## config.mk

```make
export PLATFORM = sky130hd
export DESIGN_NAME = e1_tx_framer
export DESIGN_NICKNAME = d
export VERILOG_FILES = /design/src/rtl/e1_tx_pkg.sv /design/src/rtl/e1_tx_timing.sv /design/src/rtl/e1_tx_ovh_mux.sv /design/src/rtl/e1_tx_framer.sv
export SDC_FILE = /design/constraint.sdc
export NUM_CORES = 1
export LEC_CHECK = 0
export BUFFER_PORTS_ARGS = -buffer_cell sky130_fd_sc_hd__buf_2
export CAP_MARGIN = 20
export CORE_UTILIZATION = 40
export CTS_CLUSTER_SIZE = 14
export DETAILED_ROUTE_END_ITERATION = 7
export MAX_ROUTING_LAYER = met4
export PLACE_DENSITY_LB_ADDON = 0.15
export SLEW_MARGIN = 20
export SYNTH_ARGS = -nofsm -noshare
export SYNTH_HDL_FRONTEND = slang
export SYNTH_SLANG_ARGS = --single-unit
```

## constraint.sdc

```tcl
create_clock -name clk -period 4.25 [get_ports clk]
set_input_delay 0.425 -clock clk [delete_from_list [all_inputs] [get_ports clk]]
set_output_delay 0.425 -clock clk [all_outputs]
set_load 0.005 [all_outputs]
```

## src/rtl/e1_tx_pkg.sv

```systemverilog
package e1_tx_pkg;

  // Frame geometry of the 2.048 Mb/s stream
  localparam int unsigned NBITS   = 8;
  localparam int unsigned NSLOTS  = 32;
  localparam int unsigned NFRAMES = 16;
  localparam int unsigned SIG_TS  = 16;

  localparam int unsigned BT_W = $clog2(NBITS);
  localparam int unsigned SL_W = $clog2(NSLOTS);
  localparam int unsigned FR_W = $clog2(NFRAMES);

  // Alignment word in bits 2..8, indexed by (NBITS-1 - bit index); bit 7 unused
  localparam logic [NBITS-1:0] FAS_WORD = 8'b0_0011011;

  typedef struct packed {
    logic [FR_W-1:0] frame;
    logic [SL_W-1:0] slot;
    logic [BT_W-1:0] bitn;
  } e1_pos_t;

  typedef struct packed {
    logic       unframed_ones;
    logic       ts16_ones;
    logic       ccs_mode;
    logic       sel_sig_port;
    logic       sel_xbit_reg;
    logic       sel_nat_reg;
    logic       sel_intl_reg;
    logic       mf_on_nonalign;
    logic       intl_reg;
    logic [4:0] nat_reg;
    logic [2:0] xbit_reg;
  } e1_tx_cfg_t;

endpackage

```

## src/rtl/e1_tx_timing.sv

```systemverilog
module e1_tx_timing
  import e1_tx_pkg::*;
#(
  parameter int unsigned BITS   = NBITS,
  parameter int unsigned SLOTS  = NSLOTS,
  parameter int unsigned FRAMES = NFRAMES
) (
  input  logic    clk,
  input  logic    rst,
  input  logic    fsync_in,
  input  logic    mfsync_in,
  output e1_pos_t pos
);

  localparam logic [BT_W-1:0] BIT_LAST   = BT_W'(BITS - 1);
  localparam logic [SL_W-1:0] SLOT_LAST  = SL_W'(SLOTS - 1);
  localparam logic [FR_W-1:0] FRAME_LAST = FR_W'(FRAMES - 1);

  e1_pos_t cnt_q, nxt;
  logic    fs_q, ms_q;
  logic    fs_rise, ms_rise;

  assign fs_rise = fsync_in & ~fs_q;
  assign ms_rise = mfsync_in & ~ms_q;

  function automatic logic [FR_W-1:0] frame_inc(input logic [FR_W-1:0] f);
    return (f == FRAME_LAST) ? '0 : f + 1'b1;
  endfunction

  // Effective position of this cycle after sync overrides
  always_comb begin
    pos = cnt_q;
    if (ms_rise) begin
      pos = '0;
    end else if (fs_rise) begin
      pos.bitn = '0;
      pos.slot = '0;
      if (cnt_q.bitn != '0 || cnt_q.slot != '0)
        pos.frame = frame_inc(cnt_q.frame);
    end
  end

  always_comb begin
    nxt = pos;
    if (pos.bitn == BIT_LAST) begin
      nxt.bitn = '0;
      if (pos.slot == SLOT_LAST) begin
        nxt.slot  = '0;
        nxt.frame = frame_inc(pos.frame);
      end else begin
        nxt.slot = pos.slot + 1'b1;
      end
    end else begin
      nxt.bitn = pos.bitn + 1'b1;
    end
  end

  always_ff @(posedge clk) begin
    fs_q <= fsync_in;
    ms_q <= mfsync_in;
    if (rst) cnt_q <= '0;
    else     cnt_q <= nxt;
  end

endmodule

```

## src/rtl/e1_tx_ovh_mux.sv

```systemverilog
module e1_tx_ovh_mux
  import e1_tx_pkg::*;
#(
  parameter int unsigned SIG_SLOT = SIG_TS
) (
  input  e1_pos_t    pos,
  input  e1_tx_cfg_t cfg,
  input  logic       ser_in,
  input  logic       sig_in,
  input  logic       xbit_in,
  input  logic       natint_in,
  output logic       align,
  output logic       bit_out
);

  localparam logic [SL_W-1:0] SIG_IDX = SL_W'(SIG_SLOT);

  logic [BT_W-1:0] b;
  logic [BT_W-1:0] rev;

  assign b     = pos.bitn;
  assign rev   = BT_W'(NBITS - 1) - b;
  assign align = ~(pos.frame[0] ^ cfg.mf_on_nonalign);

  always_comb begin
    bit_out = ser_in;
    if (cfg.unframed_ones) begin
      bit_out = 1'b1;
    end else if (pos.slot == '0) begin
      if (b == '0)
        bit_out = cfg.sel_intl_reg ? cfg.intl_reg : natint_in;
      else if (align)
        bit_out = FAS_WORD[rev];
      else if (b == BT_W'(1))
        bit_out = 1'b1;
      else if (b == BT_W'(2))
        bit_out = 1'b0;
      else
        bit_out = cfg.sel_nat_reg ? cfg.nat_reg[rev] : natint_in;
    end else if (pos.slot == SIG_IDX) begin
      if (cfg.ts16_ones) begin
        bit_out = 1'b1;
      end else if (cfg.ccs_mode) begin
        bit_out = ser_in;
      end else if (pos.frame == '0) begin
        case (b)
          BT_W'(4): bit_out = cfg.sel_xbit_reg ? cfg.xbit_reg[0] : xbit_in;
          BT_W'(5): bit_out = ser_in;
          BT_W'(6): bit_out = cfg.sel_xbit_reg ? cfg.xbit_reg[1] : xbit_in;
          BT_W'(7): bit_out = cfg.sel_xbit_reg ? cfg.xbit_reg[2] : xbit_in;
          default:  bit_out = 1'b0;
        endcase
      end else begin
        bit_out = cfg.sel_sig_port ? sig_in : ser_in;
      end
    end
  end

endmodule

```

## src/rtl/e1_tx_framer.sv

```systemverilog
module e1_tx_framer
  import e1_tx_pkg::*;
#(
  parameter int unsigned BITS     = NBITS,
  parameter int unsigned SLOTS    = NSLOTS,
  parameter int unsigned FRAMES   = NFRAMES,
  parameter int unsigned SIG_SLOT = SIG_TS
) (
  input  logic       clk,
  input  logic       rst,
  input  logic       fsync_in,
  input  logic       mfsync_in,
  input  logic       ser_in,
  input  logic       sig_in,
  input  logic       xbit_in,
  input  logic       natint_in,
  input  logic       cfg_intl_reg,
  input  logic [4:0] cfg_nat_reg,
  input  logic [2:0] cfg_xbit_reg,
  input  logic       sel_intl_reg,
  input  logic       sel_nat_reg,
  input  logic       sel_xbit_reg,
  input  logic       sel_sig_port,
  input  logic       ccs_mode,
  input  logic       mf_on_nonalign,
  input  logic       ts16_ones,
  input  logic       unframed_ones,
  output logic       ser_out,
  output logic       slot_clk,
  output logic       sig_slot,
  output logic       align_frame,
  output logic       mf_start
);

  localparam logic [BT_W-1:0] HALF_SLOT = BT_W'(BITS / 2);
  localparam logic [SL_W-1:0] SIG_IDX   = SL_W'(SIG_SLOT);

  e1_pos_t    pos;
  e1_tx_cfg_t cfg;
  logic       align;
  logic       bit_nxt;

  assign cfg = '{
    unframed_ones:  unframed_ones,
    ts16_ones:      ts16_ones,
    ccs_mode:       ccs_mode,
    sel_sig_port:   sel_sig_port,
    sel_xbit_reg:   sel_xbit_reg,
    sel_nat_reg:    sel_nat_reg,
    sel_intl_reg:   sel_intl_reg,
    mf_on_nonalign: mf_on_nonalign,
    intl_reg:       cfg_intl_reg,
    nat_reg:        cfg_nat_reg,
    xbit_reg:       cfg_xbit_reg
  };

  e1_tx_timing #(
    .BITS  (BITS),
    .SLOTS (SLOTS),
    .FRAMES(FRAMES)
  ) u_timing (
    .clk      (clk),
    .rst      (rst),
    .fsync_in (fsync_in),
    .mfsync_in(mfsync_in),
    .pos      (pos)
  );

  e1_tx_ovh_mux #(
    .SIG_SLOT(SIG_SLOT)
  ) u_mux (
    .pos      (pos),
    .cfg      (cfg),
    .ser_in   (ser_in),
    .sig_in   (sig_in),
    .xbit_in  (xbit_in),
    .natint_in(natint_in),
    .align    (align),
    .bit_out  (bit_nxt)
  );

  always_ff @(posedge clk) begin
    if (rst) begin
      ser_out     <= 1'b0;
      slot_clk    <= 1'b0;
      sig_slot    <= 1'b0;
      align_frame <= 1'b0;
      mf_start    <= 1'b0;
    end else begin
      ser_out     <= bit_nxt;
      slot_clk    <= (pos.bitn < HALF_SLOT);
      sig_slot    <= (pos.slot == SIG_IDX);
      align_frame <= align;
      mf_start    <= (pos.frame == '0);
    end
  end

endmodule

```

After elaboration in Yosys (flattened, before gate mapping). Memory sizes are Yosys's and may differ from the RTL's. Index checks and enable logic that the tools add are counted.

Flip-flop bits (word level): 19. ROM bits: 8. Input bits: 25. Output and inout bits: 5. Logic and storage cells: 69. Memories: 1.

Memories: (name not given) (depth 8, width 1, read ports 1, clocked after memory_dff 0, write ports 0, line e1_tx_ovh_mux.sv:33) `bit_out = FAS_WORD[rev];`.

Add/sub/neg operators: 5. Magnitude comparators: 2. Equal/unequal tests: 10. Muxes and demuxes: 28. Bitwise gates (word level): 6. Reductions and logical operators: 7.

Operators by type and width (count): 12-bit two-way mux (2); 1-bit two-way mux (18); 4-bit two-way mux (4); 3-bit == test (second input constant) (4); 5-bit == test (second input constant) (2); 9-bit two-way mux (1); 4-bit by 1-bit adder with 4-bit output (second input constant) (2); 4-bit == test (second input constant) (2); 5-bit by 1-bit adder with 5-bit output (second input constant) (1); 5-bit logical NOT (1); 5-bit two-way mux (1); 5-bit nonzero test (1); 4-bit logical NOT (1); 3-bit by 4-bit < comparator with 1-bit output (second input constant) (1); 1-bit case mux with 4 select lines (1); 3-bit by 1-bit adder with 3-bit output (second input constant) (1); 1-bit binary-select mux with 3-bit select (1); 3-bit by 1-bit == test with 1-bit output (second input constant) (1); 3-bit by 2-bit == test with 1-bit output (second input constant) (1); 3-bit logical NOT (1); 3-bit < comparator (second input constant) (1); 1-bit inverter (3); 3-bit nonzero test (1); 3-bit subtractor (first input constant) (1); other kinds (4) (5).

Longest topological paths before layout.
Depth after elaboration: 15. Gate-level depth with buffers: 12. Gate-level depth less buffers: 11.

Cells and area by module. From an unflattened synthesis, not the netlist that was laid out.

Cell total of the unflattened synthesis: 149. Area total of the unflattened synthesis: 1277.5 µm².

By module, submodules not included: e1_tx_timing (instances 1, cells an instance 94, area an instance 864.6 µm²); e1_tx_ovh_mux (instances 1, cells an instance 43, area an instance 260.2 µm²); e1_tx_framer (instances 1, cells an instance 12, area an instance 152.6 µm²).

Worst setup path before layout. OpenSTA, ideal clock, no wires.

Path kind: register to register. Start point: register u_timing.cnt_q[2] (netlist name). End point: register ser_out. Setup time: 129 ps. Data arrival time: 2393 ps. Required time: 4121 ps. Slack: 1728 ps. Cell stages (with the launch flop): 12. Path buffers: 1. Clock period less this slack: 2522 ps. Cells stage by stage: dfxtp_1 > buf_6 > or4_4 > o21ai_4 > mux2i_1 > nor2_1 > inv_1 > ha_1 > o21ai_0 > or4_4 > mux2i_1 > o32ai_1.

Word-level cells in the longest chain between the ends: 12.

Ends and longest elaborated chain: start, declared (line e1_tx_timing.sv:19) `e1_pos_t cnt_q, nxt;`; start signal, assigned (line e1_tx_timing.sv:62) `else cnt_q <= nxt;`; 12-bit two-way mux (*) (line e1_tx_timing.sv:35) `end else if (fs_rise) begin`; 12-bit two-way mux (*) (line e1_tx_timing.sv:33) `if (ms_rise) begin`; 3-bit subtractor or 4-bit two-way mux (tied branches) (line e1_tx_ovh_mux.sv:22, e1_tx_timing.sv:38); 1-bit binary-select mux with 3-bit select or 12-bit two-way mux (tied branches) (line e1_tx_ovh_mux.sv:39, e1_tx_timing.sv:35); 1-bit two-way mux (not written as such) or 12-bit two-way mux (tied branches) (line e1_tx_ovh_mux.sv:39, e1_tx_timing.sv:33); 1-bit two-way mux or 4-bit logical NOT (tied branches) (line e1_tx_ovh_mux.sv:39, e1_tx_ovh_mux.sv:45); 1-bit two-way mux, on equally long branches (line e1_tx_ovh_mux.sv:36, e1_tx_ovh_mux.sv:45); 1-bit two-way mux, on equally long branches (line e1_tx_ovh_mux.sv:34, e1_tx_ovh_mux.sv:43); 1-bit two-way mux, on equally long branches (line e1_tx_ovh_mux.sv:32, e1_tx_ovh_mux.sv:41); 1-bit two-way mux, on equally long branches (line e1_tx_ovh_mux.sv:30, e1_tx_ovh_mux.sv:40); 1-bit two-way mux (*) (line e1_tx_ovh_mux.sv:29) `end else if (pos.slot == '0) begin`; 1-bit two-way mux (*) (line e1_tx_ovh_mux.sv:27) `if (cfg.unframed_ones) begin`; end signal, assigned (line e1_tx_framer.sv:90) `ser_out <= bit_nxt;`; end, declared (line e1_tx_framer.sv:28) `output logic ser_out,`.

Mark *: on every way between the ends. The rest lies on a longest branch, timed or not. The select of a mux whose other input is x is not followed. A chain may end at the register's enable or synchronous reset.

Worst setup path in the final report. Same ends and word-level chain as after synthesis.

==> summary.md <==
| Metric | Value |
|---|---|
| Result of the run | completed |
| Highest achievable clock rate | 366.9 MHz |
| Length of the first detailed-routing pass in iterations | 4 |
| Synthesized-area fraction occupied by and/or/nand/nor cells | 29.40% |
| Number of nets in the synthesized netlist | between 200 and 250 |
| Share of synthesized cell area in full adder, half adder and majority cells | ~9.1% |
| Biggest area consumer among synthesized cells | sky130_fd_sc_hd__dfxtp_1 |
| Initial drt markers | between 50 and 60 |
| DIE WIDTH | 60.71 µm |
| Commonest non-fill, non-tap cells in the layout | 29 x sky130_fd_sc_hd__buf_2, 23 x sky130_fd_sc_hd__nand2_1, 19 x sky130_fd_sc_hd__dfxtp_1, 16 x sky130_fd_sc_hd__nor2_1, 11 x sky130_fd_sc_hd__a21oi_1 |
| Total via count after detailed routing | 1354 |
| Clock skew after layout | 0.001787 ns |
| Number of antenna violations at the first check in global routing | 0 |
| Number of nets with antenna violations after routing | 0 |
| Total power divided by cell area | approximately 230 nW/µm² |
| Mean instance size in the synthesized netlist | 7.879 µm² |
| Cells taking the most area after synthesis | sky130_fd_sc_hd__dfxtp_1 28%, sky130_fd_sc_hd__ha_1 9.1%, sky130_fd_sc_hd__nand2_1 6.3%, sky130_fd_sc_hd__mux2i_1 4.4%, sky130_fd_sc_hd__nor2_1 4.4% |
| Busiest layer in global routing | met2 |
| Pin count of the biggest net entering global routing | 18 |
| # port buffers | 29 |
| Fraction of met1 tracks used by global routing | 26.58% |
| CP Data Arrival Time | 2.91 ns |
| Initial Util | 43.73% |
| Most common library cell in the layout ignoring fill and taps | sky130_fd_sc_hd__buf_2 |
| TNS Setup | 0 ns |
| Share of layout cells above drive strength 1 | 21.39% |
| Total design power | 0.0003558 W |
| CTS tree | yes |
| Final setup margin | 1.525 ns |
| Area taken by flip-flops and latches | 380.4 µm² |
| Layout net count | 237 |
| Minimum setup slack after placement | around 1.5 ns |
| Unique cell type count in the Yosys netlist | 46 |
| Met3 global-route usage | 3.838% |
| Critical path launch point type | flop |
| Critical Path Sink Type | flop |
| Compound-cell area share of the yosys netlist | 18.87% |
| Sequential-to-total area share from yosys stat | between 20% and 30% |
| Site Rows | 20 |
| Setup repair after global routing missed its margin | no |
| Core occupancy in the finished layout | between 40% and 50% |
| Total of flip-flops plus latches after synthesis | 19 |
| Final RePlAce weighted congestion | 0.8725 |
| Max stage delay on crit path | 0.60 ns |
| Post-cts gate resize count | 0 |
| Library cell contributing the largest single delay on the critical path | sky130_fd_sc_hd__or4_4 |
| Number of global-route vias before repair | 1216 |
| Max cap viols | 0 |
| Worst Tran Pin Value | just under 0.7 ns |
| Endpoint required time on the critical path | about 4.4 ns |
| Depth of the CTS H-tree | 1 |
| Hold slack final | 0.2454 ns |
| Main synth FF type | sky130_fd_sc_hd__dfxtp_1 |
| Count of endpoints failing hold in the final timing report | 0 |
| Critical path cell sequence | or4_4 -> o21ai_4 -> nor2_1 -> a31oi_4 -> ha_1 -> o21ai_0 -> or4_4 -> mux2i_1 -> o32ai_1 |
| Classification of the worst setup path | reg -> reg |
| Root cell of the clock tree | sky130_fd_sc_hd__clkbuf_4 |
| Total of warnings raised by yosys | 0 |
| HPWL after detailed placement | 2528 µm |
| Count of boundary I/O pins | 30 |
| CP max FO | 9 |
| Global-route wire length before repair | 5437 µm |
| Fill cell instance count of the final layout | 324 |
| Die outline height | 60.71 µm |
| Delay-heaviest family, CP | simple AND/OR/NAND/NOR gates |
| Area Overhead vs Synth | 13.88% |
| Mapped Cells | around 180 |
| Total GRT Usage | 20.01% |
| Core region area | 3153 µm² |
| Count of final max-slew check failures | 0 |
| Most numerous cell on the critical path | sky130_fd_sc_hd__or4_4 |
| Buffers plus inverters on the worst setup path | 0 |
| Netlist area before placement | about 1400 µm² |
| Fraction of the cycle the final worst path needs | 64.12% |
| Yosys top cell area share | between 20% and 30% |
| Setup violations, final | 0 |
| Post-synthesis mux area share | 5.989% |
| Hold-fix buffers, CTS | 0 |
| GR Layer Usage met2 | roughly 31% |
| Post-synth EDFFs | 0 |
| Number of sinks handled by clock tree synthesis | 19 |
| Post-layout minimum cycle time | 2.725 ns |
| Async set or reset register ratio after synthesis | 0% |
| WL/cell | 13.09 µm |
| CTS clk-pin slew, worst paths | 0.11 ns |
| Xor/xnor cell area share of the yosys netlist | between 3 and 4% |
| Main combinational cell family by area after synthesis | simple AND/OR/NAND/NOR gates |
| IR Drop Worst-Case VDD | 0.1227 mV |
| Post-CTS Repair Setup Buffers | 0 |
| Total gr overflow | 0 |
| Max-slew headroom at the worst pin | between 50% and 60% |
| Clock insertion delay at the later pin of the skew report | 0.30 ns |
| Residual DRC count | 0 |
| ANT cells | 0 |
| CTS Buf Count | 3 |
| Leakage power | between 0.6 and 0.7 nW |
| Maximum number of buffers from clock root to sink | 2 |
| Die outline area | 3686 µm² |
| Min-Delay Path Class | in -> reg |
| Detailed-route wire length | roughly 3200 µm |
| Number of vias per cell after detailed routing | 5.527 |
| Multi-input combinational cell area | about 930 µm² |
==> cell type report <==
cell class	instances	area share (%)
Multi-Input combinational cell	139	58.96
Timing Repair Buffer	29	9.243
Clock buffer	4	1.673
Inverter	10	2.390
Sequential cell	19	24.22
Tap cell	44	3.506
==> worst register-to-register path, cell delays in order, from the launching register on <==
cell and delay [ns]:
sky130_fd_sc_hd__dfxtp_1 0.40, sky130_fd_sc_hd__or4_4 0.60, sky130_fd_sc_hd__o21ai_4 0.30, sky130_fd_sc_hd__nor2_1 0.13, sky130_fd_sc_hd__a31oi_4 0.23, sky130_fd_sc_hd__ha_1 0.20, sky130_fd_sc_hd__o21ai_0 0.07, sky130_fd_sc_hd__or4_4 0.43
sky130_fd_sc_hd__mux2i_1 0.16, sky130_fd_sc_hd__o32ai_1 0.08
==> power breakdown <==
group	internal, W	total (W)	switching (W)
clock	0.0000365	0.0000940	0.0000575
sequential	0.000184	0.000190	0.00000515
combinational	0.0000337	0.0000721	0.0000385
==> state kept, by name, indices dropped and copies added, names as in the netlist <==
name            flops
u_timing.ms_q       1
slot_clk            1
mf_start            1
u_timing.fs_q       1
ser_out             1
sig_slot            1
align_frame         1
u_timing.cnt_q     12
==> final timing paths <==
check / startpoint / to / slack, ns / cells past startpoint
max reg2reg: u_timing.cnt_q[2] / ser_out / 1.52 / 9
min: mfsync_in / u_timing.ms_q / 0.25 / 1
min reg2reg: u_timing.cnt_q[6] / u_timing.cnt_q[6] / 0.54 / 2
max: u_timing.cnt_q[2] / ser_out / 1.52 / 9
==> through the flow <==
step / instance area (µm²) / instances
finish: 1570 / 245
CTS: 1570 / 245
global placement: 1544 / 241
global route: 1570 / 245
detailed placement: 1544 / 241
floorplan: 1379 / 175
==> per-layer routing <==
layer	share of wire, %	wire (µm)	up-vias
met4	1.3	42	0
met1	50	1597	626
met2	44	1410	43
li1	-	-	679
met5	0	0	-
met3	4.9	157	6
==> synth_stat cells, drive strengths merged (2+ instances only) <==
| master | count |
|---|---|
| a21oi | 11 |
| nor3 | 8 |
| xnor2 | 3 |
| and3 | 3 |
| nor2b | 4 |
| nand3 | 10 |
| or4 | 3 |
| a211o | 2 |
| inv | 10 |
| ha | 10 |
| xor2 | 3 |
| nand2 | 23 |
| clkbuf | 4 |
| o31ai | 2 |
| o32ai | 2 |
| mux2 | 2 |
| dfxtp | 19 |
| a31oi | 3 |
| nor2 | 16 |
| o21ai | 7 |
| nand4 | 2 |
| nand2b | 4 |
| mux2i | 6 |
| buf | 3 |
==> logic make-up after synthesis <==
family	count (synthesis)
fa+ha+maj	10
buf+inv	17
mux	8
compound gates	36
xor+xnor	6
flops	19
simple gates	79
No activity file was read; power rests on OpenSTA's default activity.
